File: src/rtl/srx_pkg.sv
package srx_pkg;

    typedef enum logic [2:0] {
        ST_OFF,
        ST_WAIT_HI,
        ST_IDLE,
        ST_START,
        ST_DATA,
        ST_PAR,
        ST_STOP
    } rx_state_t;

    localparam logic [2:0] PM_EVEN  = 3'd0;
    localparam logic [2:0] PM_ODD   = 3'd1;
    localparam logic [2:0] PM_SPACE = 3'd2;
    localparam logic [2:0] PM_MARK  = 3'd3;
    localparam logic [2:0] PM_ADDR  = 3'd5;

    function automatic logic par_slot_used(input logic [2:0] mode);
        return (mode <= PM_MARK) || (mode == PM_ADDR);
    endfunction

endpackage

File: src/rtl/srx_sampler.sv
module srx_sampler #(
    parameter int SYNC_STAGES = 2,
    parameter int VOTES       = 3
) (
    input  logic clk,
    input  logic rst_n,
    input  logic tick,
    input  logic rxd,
    output logic line_o,
    output logic vote_o
);
    localparam int HALF = VOTES / 2;

    logic [SYNC_STAGES-1:0] sync_q;
    logic [VOTES-1:0]       hist_q;

    always_ff @(posedge clk or negedge rst_n) begin
        if (!rst_n) begin
            sync_q <= '1;
            hist_q <= '1;
        end else begin
            sync_q <= {sync_q[SYNC_STAGES-2:0], rxd};
            if (tick) hist_q <= {hist_q[VOTES-2:0], line_o};
        end
    end

    assign line_o = sync_q[SYNC_STAGES-1];
    assign vote_o = ($countones(hist_q) > HALF);

endmodule

File: src/rtl/srx_frame.sv
module srx_frame
    import srx_pkg::*;
#(
    parameter int OVS    = 16,
    parameter int CHAR_W = 8
) (
    input  logic              clk,
    input  logic              rst_n,
    input  logic              tick,
    input  logic              line_i,
    input  logic              vote_i,
    input  logic              enable_i,
    input  logic              flush_i,
    input  logic [1:0]        cfg_len_i,
    input  logic [2:0]        cfg_par_i,
    output logic              done_o,
    output logic              brk_o,
    output logic [CHAR_W-1:0] data_o,
    output logic              perr_o,
    output logic              ferr_o,
    output logic              addr_o
);
    localparam int CW  = $clog2(OVS);
    localparam int MID = OVS / 2;
    localparam int NW  = $clog2(CHAR_W + 1);

    rx_state_t         st_q, st_d;
    logic [CW-1:0]     cnt_q;
    logic [NW-1:0]     idx_q;
    logic [CHAR_W-1:0] sh_q;
    logic              pbit_q;

    logic              at_mid, at_last, use_par, is_brk, par_bad;
    logic [NW-1:0]     nbits, shamt;
    logic [CHAR_W-1:0] aligned;

    assign at_mid  = tick && (cnt_q == CW'(MID));
    assign at_last = tick && (cnt_q == CW'(OVS - 1));
    assign use_par = par_slot_used(cfg_par_i);
    assign nbits   = NW'(CHAR_W - 3) + NW'(cfg_len_i);
    assign shamt   = NW'(CHAR_W) - nbits;
    assign aligned = sh_q >> shamt;
    assign is_brk  = !vote_i && (aligned == '0) && (!use_par || !pbit_q);

    always_comb begin
        unique case (cfg_par_i)
            PM_EVEN:  par_bad = (^aligned) ^ pbit_q;
            PM_ODD:   par_bad = !((^aligned) ^ pbit_q);
            PM_SPACE: par_bad = pbit_q;
            PM_MARK:  par_bad = !pbit_q;
            default:  par_bad = 1'b0;
        endcase
    end

    // state register
    always_ff @(posedge clk or negedge rst_n) begin
        if (!rst_n) st_q <= ST_OFF;
        else        st_q <= st_d;
    end

    // next state
    always_comb begin
        st_d = st_q;
        unique case (st_q)
            ST_OFF:     if (enable_i) st_d = ST_WAIT_HI;
            ST_WAIT_HI: if (tick && vote_i) st_d = ST_IDLE;
            ST_IDLE:    if (tick && !line_i) st_d = ST_START;
            ST_START: begin
                if (at_mid && vote_i) st_d = ST_IDLE;
                else if (at_last)     st_d = ST_DATA;
            end
            ST_DATA:    if (at_last && (idx_q == nbits - 1'b1))
                            st_d = use_par ? ST_PAR : ST_STOP;
            ST_PAR:     if (at_last) st_d = ST_STOP;
            ST_STOP:    if (at_mid) st_d = vote_i ? ST_IDLE : ST_WAIT_HI;
            default:    st_d = ST_OFF;
        endcase
        if (!enable_i)    st_d = ST_OFF;
        else if (flush_i) st_d = ST_WAIT_HI;
    end

    // datapath and outputs
    always_ff @(posedge clk or negedge rst_n) begin
        if (!rst_n) begin
            cnt_q  <= '0;
            idx_q  <= '0;
            sh_q   <= '0;
            pbit_q <= 1'b0;
            done_o <= 1'b0;
            brk_o  <= 1'b0;
            data_o <= '0;
            perr_o <= 1'b0;
            ferr_o <= 1'b0;
            addr_o <= 1'b0;
        end else begin
            done_o <= 1'b0;
            brk_o  <= 1'b0;
            if ((st_d != st_q) || at_last) cnt_q <= '0;
            else if (tick)                 cnt_q <= cnt_q + 1'b1;
            if (st_q == ST_START)                idx_q <= '0;
            else if (st_q == ST_DATA && at_last) idx_q <= idx_q + 1'b1;
            if (st_q == ST_DATA && at_mid) sh_q <= {vote_i, sh_q[CHAR_W-1:1]};
            if (st_q == ST_PAR && at_mid)  pbit_q <= vote_i;
            if (st_q == ST_STOP && at_mid && enable_i && !flush_i) begin
                done_o <= !is_brk;
                brk_o  <= is_brk;
                data_o <= aligned;
                perr_o <= par_bad;
                ferr_o <= !vote_i;
                addr_o <= (cfg_par_i == PM_ADDR) && pbit_q;
            end
        end
    end


    done_from_stop_chk: assert property (@(posedge clk) disable iff (!rst_n)
        done_o |-> ($past(st_q) == ST_STOP));


    disable_to_off_chk: assert property (@(posedge clk) disable iff (!rst_n)
        !enable_i |=> (st_q == ST_OFF));

endmodule

File: src/rtl/srx_timeout.sv
module srx_timeout #(
    parameter int OVS  = 16,
    parameter int TO_W = 16
) (
    input  logic            clk,
    input  logic            rst_n,
    input  logic            tick,
    input  logic            start_i,
    input  logic            char_done_i,
    input  logic [TO_W-1:0] cfg_to_i,
    output logic            flag_o
);
    localparam int CW = $clog2(OVS);

    logic [CW-1:0]   div_q;
    logic [TO_W-1:0] cnt_q;
    logic            armed_q;
    logic            load;

    assign load = start_i || (char_done_i && armed_q);

    always_ff @(posedge clk or negedge rst_n) begin
        if (!rst_n) begin
            div_q   <= '0;
            cnt_q   <= '0;
            armed_q <= 1'b0;
            flag_o  <= 1'b0;
        end else begin
            if (start_i) flag_o <= 1'b0;
            if (load && (cfg_to_i != '0)) begin
                armed_q <= 1'b1;
                cnt_q   <= cfg_to_i;
                div_q   <= '0;
            end else if (start_i) begin
                armed_q <= 1'b0;
            end else if (armed_q && tick) begin
                if (div_q == CW'(OVS - 1)) begin
                    div_q <= '0;
                    if (cnt_q == TO_W'(1)) begin
                        armed_q <= 1'b0;
                        flag_o  <= 1'b1;
                    end else begin
                        cnt_q <= cnt_q - 1'b1;
                    end
                end else begin
                    div_q <= div_q + 1'b1;
                end
            end
        end
    end


    zero_to_idle_chk: assert property (@(posedge clk) disable iff (!rst_n)
        (start_i && (cfg_to_i == '0)) |=> !flag_o);


    start_clears_chk: assert property (@(posedge clk) disable iff (!rst_n)
        start_i |=> !flag_o);


    flag_needs_arm_chk: assert property (@(posedge clk) disable iff (!rst_n)
        $rose(flag_o) |-> $past(armed_q));

endmodule

File: src/rtl/serial_rx_core.sv
module serial_rx_core #(
    parameter int OVS         = 16,
    parameter int CHAR_W      = 8,
    parameter int TO_W        = 16,
    parameter int SYNC_STAGES = 2
) (
    input  logic              clk,
    input  logic              rst_n,
    input  logic              baud_tick,
    input  logic              rxd,
    input  logic              cmd_rx_en,
    input  logic              cmd_rx_dis,
    input  logic              cmd_rx_rst,
    input  logic              cmd_rst_sta,
    input  logic              cmd_start_to,
    input  logic [1:0]        cfg_len,
    input  logic [2:0]        cfg_par,
    input  logic [TO_W-1:0]   cfg_timeout,
    input  logic              rd_strobe,
    output logic [CHAR_W-1:0] rx_data,
    output logic              rx_addr,
    output logic              rx_ready,
    output logic              err_par,
    output logic              err_frame,
    output logic              err_ovr,
    output logic              brk_rcvd,
    output logic              to_flag
);
    logic              enabled_q;
    logic              line_s, vote_s;
    logic              fr_done, fr_brk, fr_perr, fr_ferr, fr_addr;
    logic [CHAR_W-1:0] fr_data;
    logic              accept;

    srx_sampler #(.SYNC_STAGES(SYNC_STAGES), .VOTES(3)) u_sampler (
        .clk(clk), .rst_n(rst_n), .tick(baud_tick), .rxd(rxd),
        .line_o(line_s), .vote_o(vote_s)
    );

    srx_frame #(.OVS(OVS), .CHAR_W(CHAR_W)) u_frame (
        .clk(clk), .rst_n(rst_n), .tick(baud_tick),
        .line_i(line_s), .vote_i(vote_s),
        .enable_i(enabled_q), .flush_i(cmd_rx_rst),
        .cfg_len_i(cfg_len), .cfg_par_i(cfg_par),
        .done_o(fr_done), .brk_o(fr_brk), .data_o(fr_data),
        .perr_o(fr_perr), .ferr_o(fr_ferr), .addr_o(fr_addr)
    );

    srx_timeout #(.OVS(OVS), .TO_W(TO_W)) u_timeout (
        .clk(clk), .rst_n(rst_n), .tick(baud_tick),
        .start_i(cmd_start_to), .char_done_i(fr_done),
        .cfg_to_i(cfg_timeout), .flag_o(to_flag)
    );

    assign accept = fr_done && !cmd_rx_rst;

    always_ff @(posedge clk or negedge rst_n) begin
        if (!rst_n) begin
            enabled_q <= 1'b0;
            rx_ready  <= 1'b0;
            rx_data   <= '0;
            rx_addr   <= 1'b0;
            err_par   <= 1'b0;
            err_frame <= 1'b0;
            err_ovr   <= 1'b0;
            brk_rcvd  <= 1'b0;
        end else begin
            if (cmd_rx_dis)     enabled_q <= 1'b0;
            else if (cmd_rx_en) enabled_q <= 1'b1;

            if (cmd_rx_rst)     rx_ready <= 1'b0;
            else if (fr_done)   rx_ready <= 1'b1;
            else if (rd_strobe) rx_ready <= 1'b0;

            if (accept) begin
                rx_data <= fr_data;
                rx_addr <= fr_addr;
            end

            if (accept && fr_perr)                      err_par <= 1'b1;
            else if (cmd_rst_sta)                       err_par <= 1'b0;
            if (accept && fr_ferr)                      err_frame <= 1'b1;
            else if (cmd_rst_sta)                       err_frame <= 1'b0;
            if (accept && rx_ready && !rd_strobe)       err_ovr <= 1'b1;
            else if (cmd_rst_sta)                       err_ovr <= 1'b0;
            if (fr_brk && !cmd_rx_rst)                  brk_rcvd <= 1'b1;
            else if (cmd_rst_sta)                       brk_rcvd <= 1'b0;
        end
    end


    ready_from_frame_chk: assert property (@(posedge clk) disable iff (!rst_n)
        $rose(rx_ready) |-> $past(fr_done));


    ovr_needs_ready_chk: assert property (@(posedge clk) disable iff (!rst_n)
        $rose(err_ovr) |-> $past(rx_ready));


    par_sticky_chk: assert property (@(posedge clk) disable iff (!rst_n)
        $fell(err_par) |-> $past(cmd_rst_sta));


    frame_sticky_chk: assert property (@(posedge clk) disable iff (!rst_n)
        $fell(err_frame) |-> $past(cmd_rst_sta));


    brk_sticky_chk: assert property (@(posedge clk) disable iff (!rst_n)
        $fell(brk_rcvd) |-> $past(cmd_rst_sta));


    read_clears_chk: assert property (@(posedge clk) disable iff (!rst_n)
        (rd_strobe && !fr_done) |=> !rx_ready);


    rst_clears_ready_chk: assert property (@(posedge clk) disable iff (!rst_n)
        cmd_rx_rst |=> !rx_ready);

endmodule

File: config.mk
export PLATFORM = sky130hd
export DESIGN_NAME = serial_rx_core
export DESIGN_NICKNAME = d
export VERILOG_FILES = /design/src/rtl/srx_pkg.sv /design/src/rtl/srx_sampler.sv /design/src/rtl/srx_frame.sv /design/src/rtl/srx_timeout.sv /design/src/rtl/serial_rx_core.sv
export SDC_FILE = /design/constraint.sdc
export NUM_CORES = 1
export LEC_CHECK = 0
export BUFFER_PORTS_ARGS = -buffer_cell sky130_fd_sc_hd__buf_2
export CORE_MARGIN = 3
export CORE_UTILIZATION = 35
export CTS_BUF_LIST = sky130_fd_sc_hd__clkbuf_4
export DETAILED_ROUTE_END_ITERATION = 8
export GPL_ROUTABILITY_DRIVEN = 0
export SLEW_MARGIN = 40
export SYNTH_ARGS = -nofsm -noshare
export SYNTH_HDL_FRONTEND = slang
export SYNTH_HIERARCHICAL = 1
export SYNTH_SLANG_ARGS = --single-unit
File: constraint.sdc
create_clock -name clk -period 2.8 [get_ports clk]
set_input_delay 0.42 -clock clk [delete_from_list [all_inputs] [get_ports clk]]
set_output_delay 0.42 -clock clk [all_outputs]
set_load 0.01 [all_outputs]
; ---- After elaboration in Yosys (flattened, before gate mapping)
; Cells that the tools add are included.
[word_totals]
latch_bits = 0
register_bits = 75
rom_bits = 0
ramBits = 0
memories = 0
word_cells = 162
[op_classes]
order_cmp = 2
addsub = 9
shifts = 1
n_mux = 49
n_bitwise = 1
mul = 0
n_reduce_logical = 57
n_eq_ne = 18
div_mod_pow = 0
[ops]
columns = operator, n
row1 = 16-bit 2-to-1 mux, 5
row2 = 32-bit by 1-bit adder with 32-bit output, 1
row3 = "32-bit by 2-bit > comparator with 1-bit output, second input constant", 1
row4 = 4-bit 2-to-1 mux, 8
row5 = 3-bit 2-to-1 mux, 9
row6 = 1-bit logical AND, 24
row7 = 1-bit 2-to-1 mux, 23
row8 = 3-bit one-hot mux with 7 select lines, 1
row9 = 2-bit nonzero test, 9
row10 = "16-bit by 1-bit == test with 1-bit output, second input constant", 1
row11 = 16-bit nonzero test, 1
row12 = "16-bit by 1-bit subtractor with 16-bit output, second input constant", 1
row13 = "4-bit by 1-bit adder with 4-bit output, second input constant", 3
row14 = "3-bit by 2-bit == test with 1-bit output, second input constant", 4
row15 = "3-bit == test, second input constant", 4
row16 = "4-bit == test, second input constant", 3
row17 = 3-bit nonzero test, 4
row18 = 1-bit zero test, 8
row19 = 8-bit zero test, 1
row20 = 8-bit XOR reduction, 1
row21 = 8-bit by 4-bit >> shifter with 8-bit output, 1
row22 = "3-bit by 1-bit == test with 1-bit output, second input constant", 2
row23 = 3-bit zero test, 2
row24 = "3-bit by 2-bit adder with 4-bit output, first input constant", 1
row25 = 14 further kinds, 19

; ---- Depth between registers and ports, before layout
[depth]
ltp_word = 11
mapped_depth = 12
depth_no_buf = 11

; ---- Hierarchy
; Netlist, hierarchy kept.
[modules_own_cells]
columns = module, area_each_um2, cells_per_inst, instances
row1 = srx_frame, 2004.4, 199, 1
row2 = srx_timeout, 1457.6, 164, 1
row3 = serial_rx_core, 601.8, 42, 1
row4 = srx_sampler, 185.2, 10, 1

; ---- Worst setup path after synthesis
; OpenSTA, ideal clock, no wires.
[synth_path]
kind = input port to flip-flop
start = input port cfg_len[0]
end = register u_frame.perr_o
required_ns = 2.705
n_path_buf = 1
path_stages = 10
slack_ns = 0.201
t_arrival_ns = 2.504
cell_sequence = ha_1 > clkbuf_1 > mux4_2 > nand2_1 > ha_1 > xnor2_1 > xnor2_1 > nor2_1 > xnor2_1 > o31ai_1
[synth_via]
elab_chain_len = 7
[synth_lines]
columns = element, line
row1 = start: declaration, serial_rx_core.sv:16  ; input logic [1:0] cfg_len,
row2 = 3-bit by 2-bit adder with 4-bit output (*), srx_frame.sv:40  ; assign nbits = NW'(CHAR_W - 3) + NW'(cfg_len_i);
row3 = 4-bit subtractor (*), srx_frame.sv:41  ; assign shamt = NW'(CHAR_W) - nbits;
row4 = 8-bit by 4-bit >> shifter with 8-bit output (*), srx_frame.sv:42  ; assign aligned = sh_q >> shamt;
row5 = 8-bit XOR reduction (*), "srx_frame.sv:47, srx_frame.sv:48"
row6 = 1-bit bitwise XOR (*), "srx_frame.sv:47, srx_frame.sv:48"
row7 = 1-bit zero test, srx_frame.sv:48  ; PM_ODD: par_bad = !((^aligned) ^ pbit_q);
row8 = 1-bit one-hot mux with 4 select lines (*), srx_frame.sv:46  ; unique case (cfg_par_i)
row9 = end signal: assignment, srx_frame.sv:108  ; perr_o <= par_bad;
row10 = end: declaration, srx_frame.sv:19  ; output logic perr_o,
; Mark *: on every way between the ends. The rest lies on a longest branch, timed or not.
; A chain may end at the register's enable or synchronous reset.

; ---- Final worst setup path
[layout_path]
start = register u_sampler.hist_q[0]
end = register u_frame.cnt_q[0]
[layout_via]
elab_chain_len = 11
[layout_lines]
columns = element, line
row1 = start: declaration, srx_sampler.sv:15  ; logic [VOTES-1:0] hist_q;
row2 = start signal: assignment, srx_sampler.sv:23  ; if (tick) hist_q <= {hist_q[VOTES-2:0], line_o};
row3 = 1-bit by 1-bit adder with 2-bit output (not written as such) (*), srx_sampler.sv:28  ; assign vote_o = ($countones(hist_q) > HALF);
row4 = 32-bit by 1-bit adder with 32-bit output (not written as such) (*), srx_sampler.sv:28
row5 = 32-bit by 2-bit > comparator with 1-bit output (*), srx_sampler.sv:28
row6 = named net vote_s, serial_rx_core.sv:30  ; logic line_s, vote_s;
row7 = 2-bit 2-to-1 mux (tied with other cells), srx_frame.sv:75  ; ST_STOP: if (at_mid) st_d = vote_i ? ST_IDLE : ST_WAIT_HI;
row8 = 3-bit 2-to-1 mux (on tied branches), "srx_frame.sv:75, srx_frame.sv:66, srx_frame.sv:69"
row9 = 3-bit one-hot mux with 7 select lines (*), srx_frame.sv:64  ; unique case (st_q)
row10 = 3-bit 2-to-1 mux (*), srx_frame.sv:79  ; else if (flush_i) st_d = ST_WAIT_HI;
row11 = 3-bit 2-to-1 mux (*), srx_frame.sv:78  ; if (!enable_i) st_d = ST_OFF;
row12 = 3-bit inequality test (*), srx_frame.sv:98  ; if ((st_d != st_q) || at_last) cnt_q <= '0;
row13 = 1-bit logical OR (*), srx_frame.sv:98
row14 = 4-bit 2-to-1 mux / 2-bit nonzero test (equally long branches), -
row15 = end signal: assignment, srx_frame.sv:99  ; else if (tick) cnt_q <= cnt_q + 1'b1;
row16 = end: declaration, srx_frame.sv:28  ; logic [CW-1:0] cnt_q;
; Mark *: on every way through the listed nets, which the timed path passes. The rest lies on a longest branch.

==> flow_summary.json <==
{
  "syn_inst": 415,
  "hold_path_class": "primary input to asynchronous set/reset pin",
  "finalSetupViolCount": 0,
  "die_area_um2": 13500,
  "ys_warn_count": 6,
  "crit_required_ns": 3.13,
  "setup_tns_ns": 0,
  "drc": 0,
  "drv_slew": 0,
  "finalClockSkew_ns": 0.01293,
  "cts_sinks": 75,
  "grt_overflow": 0,
  "synth_ff_type": "dfrtp_1",
  "cts_buffer_depth": 2,
  "die_x_um": 116.2,
  "diodes": 0,
  "post-cts-setup-buffers": 0,
  "synth_area_per_cell_um2": 10.24,
  "clkPwrFrac": 0.345,
  "cp-end-kind": "register",
  "relSlewSlack": 0.5420,
  "synth_edf_count": 0,
  "dr.pass1.iters": 5,
  "mostFrequentLayoutCells": "dfrtp_1 (70), buf_2 (44), nand2_1 (44), nor2_1 (26)",
  "worstMarginPinSlew_ns": 0.6871,
  "postCtsHoldBufs": 0,
  "design_area_um2": 4781,
  "yosysUniqueCellTypes": 64,
  "ys_ff_latch": 75,
  "drv_cap": 0,
  "cts_tree": "yes",
  "rsz0062_at_grt": "false",
  "hold_violations": 3,
  "initial_core_util": 0.3643,
  "core_um2": 11660,
  "post-dp-hpwl_um": 6646,
  "totalWireLength_um": 9219,
  "whs_ns": -0.008798,
  "p_switching_mw": 0.5763,
  "fmax_mhz": 437.5,
  "grt_max_degree": 76,
  "root_buffer": "clkbuf_4",
  "final.period_utilization": 0.8163,
  "layout_commonest_cell": "dfrtp_1",
  "p_seq_frac": 0.538,
  "drt_iter0_markers": 227,
  "p_leak_nw": 2.075,
  "failed_checks": "negative hold slack",
  "power_per_cell_area_nw_per_um2": 460.6,
  "r2r_slack_ns": 0.51,
  "vias": 3331,
  "critical_path_arrival_ns": 2.62,
  "drive_gt1_frac": 0.2371,
  "yosysSeqAreaShare": 0.4432,
  "start_kind": "register",
  "place_area_um2": 4616,
  "die_h_um": 116.2,
  "io_buffers": 45,
  "intPower_mw": 1.626,
  "status": "finished, violations left",
  "worstPathMaxFanout": 9,
  "cts_buffers": 9,
  "wl_per_cell_um": 15.19,
  "drt.antenna.violating_nets": 0,
  "comb_power_share": 0.117,
  "htreeDepth": 3,
  "syn_area_um2": 4249,
  "grt_pass1_vias": 3148,
  "syn2layout_area_growth_pct": 12.51,
  "switching_share": 0.2617,
  "fin_crit_ns": 2.286,
  "async_flop_share": 1.000,
  "cts.clk_slew.worst_paths_ns": 0.12,
  "clk-insertion-delay-late_ns": 0.42,
  "row_count": 39,
  "via_per_inst": 5.488,
  "grtUsageTotal": 0.1446,
  "post_cts_resized": 0,
  "ios": 46,
  "synth_nets": 459,
  "antenna_found_initial": 0,
  "grt_pass1_wl_um": 15440,
  "critical_path_class": "register to register",
  "ir_drop_mv": 0.1779,
  "nNetsFinal": 503
}
[sequential cells by signal (all words and copies together) (netlist names), 2 cells and up]
register / count
u_timeout/div_q: 4
u_sampler/sync_q: 2
u_frame/sh_q: 8
u_frame/cnt_q: 4
rx_data: 8
u_frame/st_q: 3
u_frame/idx_q: 4
u_frame/data_o: 8
u_timeout/cnt_q: 16
u_sampler/hist_q: 3
[synth_stat cells (all sizes together) (3+ instances only)]
| cell | instances | area share |
|---|---|---|
| a211o | 3 | 0.0062 |
| a211oi | 4 | 0.0071 |
| a21o | 3 | 0.0053 |
| a21oi | 12 | 0.014 |
| a31oi | 14 | 0.021 |
| and3 | 4 | 0.0059 |
| buf | 10 | 0.016 |
| clkbuf | 12 | 0.011 |
| dfrtp | 70 | 0.41 |
| dfstp | 5 | 0.031 |
| ha | 13 | 0.038 |
| inv | 16 | 0.014 |
| mux2 | 22 | 0.064 |
| mux4 | 5 | 0.027 |
| nand2 | 44 | 0.039 |
| nand2b | 7 | 0.012 |
| nand3 | 7 | 0.0082 |
| nand4 | 7 | 0.010 |
| nor2 | 26 | 0.023 |
| nor2b | 6 | 0.0088 |
| nor3 | 6 | 0.0082 |
| nor3b | 4 | 0.0071 |
| nor4 | 12 | 0.021 |
| o211ai | 3 | 0.0053 |
| o21ai | 16 | 0.019 |
| o22ai | 7 | 0.010 |
| o31ai | 8 | 0.014 |
| or3 | 7 | 0.010 |
| or4 | 11 | 0.020 |
| xnor2 | 8 | 0.016 |
| xor2 | 5 | 0.010 |
[path summary, 6_finish.rpt]
path / start / to / cells after the start
hold reg to reg: u_sampler/sync_q[0] / u_sampler/sync_q[1] / 0
hold / removal: rst_n / u_timeout/cnt_q[1] / 1
setup reg to reg: u_sampler/hist_q[0] / u_frame/cnt_q[0] / 6
min in group clk: rxd / u_sampler/sync_q[0] / 1
max in group asynchronous: rst_n / u_timeout/cnt_q[13] / 1
setup / recovery: u_sampler/hist_q[0] / u_frame/cnt_q[0] / 6
[critical path: stages, from the launching register on]
cell and delay, ns:
dfstp_2 0.56, ha_1 0.23, a21o_1 0.31, nor4_1 0.31, nor4_1 0.14, a211o_1 0.34, nor4_1 0.30
[cell families after synthesis]
family	Yosys count	share of synthesized area
and+or+nand+nor	155	0.2038
xor gates and xnor gates	13	0.02680
buffers and inverters	38	0.04211
DFF	75	0.4432
adders and majority gates	13	0.03828
AOI/OAI and AO/OA	92	0.1502
muxes	29	0.09570
[per-layer routing]
layer,part of all wire,vias to the layer above,global-route usage,routed length (um)
met1,0.47,1595,0.1979,4328
met2,0.46,84,0.2198,4222
li1,-,1641,-,-
met5,0,-,0,0
met3,0.056,11,0.04870,520
met4,0.016,0,0.04099,147
[power by group through the flow]
stage / sequential, mW / combinational [mW] / clock (mW)
4_1_cts: 1.18 / 0.260 / 0.795
2_1_floorplan: 1.19 / 0.169 / 0
5_1_grt: 1.19 / 0.292 / 0.833
3_3_place_gp: 1.20 / 0.251 / 0
6_report: 1.18 / 0.257 / 0.760
3_5_place_dp: 1.20 / 0.257 / 0
[per-stage QoR]
step	power (mW)	utilization	hold WS (ns)	setup slack, ns	cells
after floorplan	1.356	-	0.1244	0.2006	415
after global placement	1.452	0.3955	0.3556	0.2461	591
after detailed placement	1.462	0.3958	0.3564	0.2104	591
after CTS	2.239	0.4093	0.005254	0.4891	607
after global routing	2.319	0.4099	0.01516	0.3144	607
final	2.202	0.4099	-0.008798	0.5142	607
[layout make-up]
class / instances / area, um2
flip-flops and latches: 75 / 1883
inverters: 16 / 60.06
fillers: 1137 / 6882
multi-input cells: 302 / 2195
repair buffers: 55 / 306.5
clock buffers: 12 / 90.09
well taps: 143 / 178.9
clock inverters: 4 / 67.56
No activity file was read; power rests on OpenSTA's default activity.
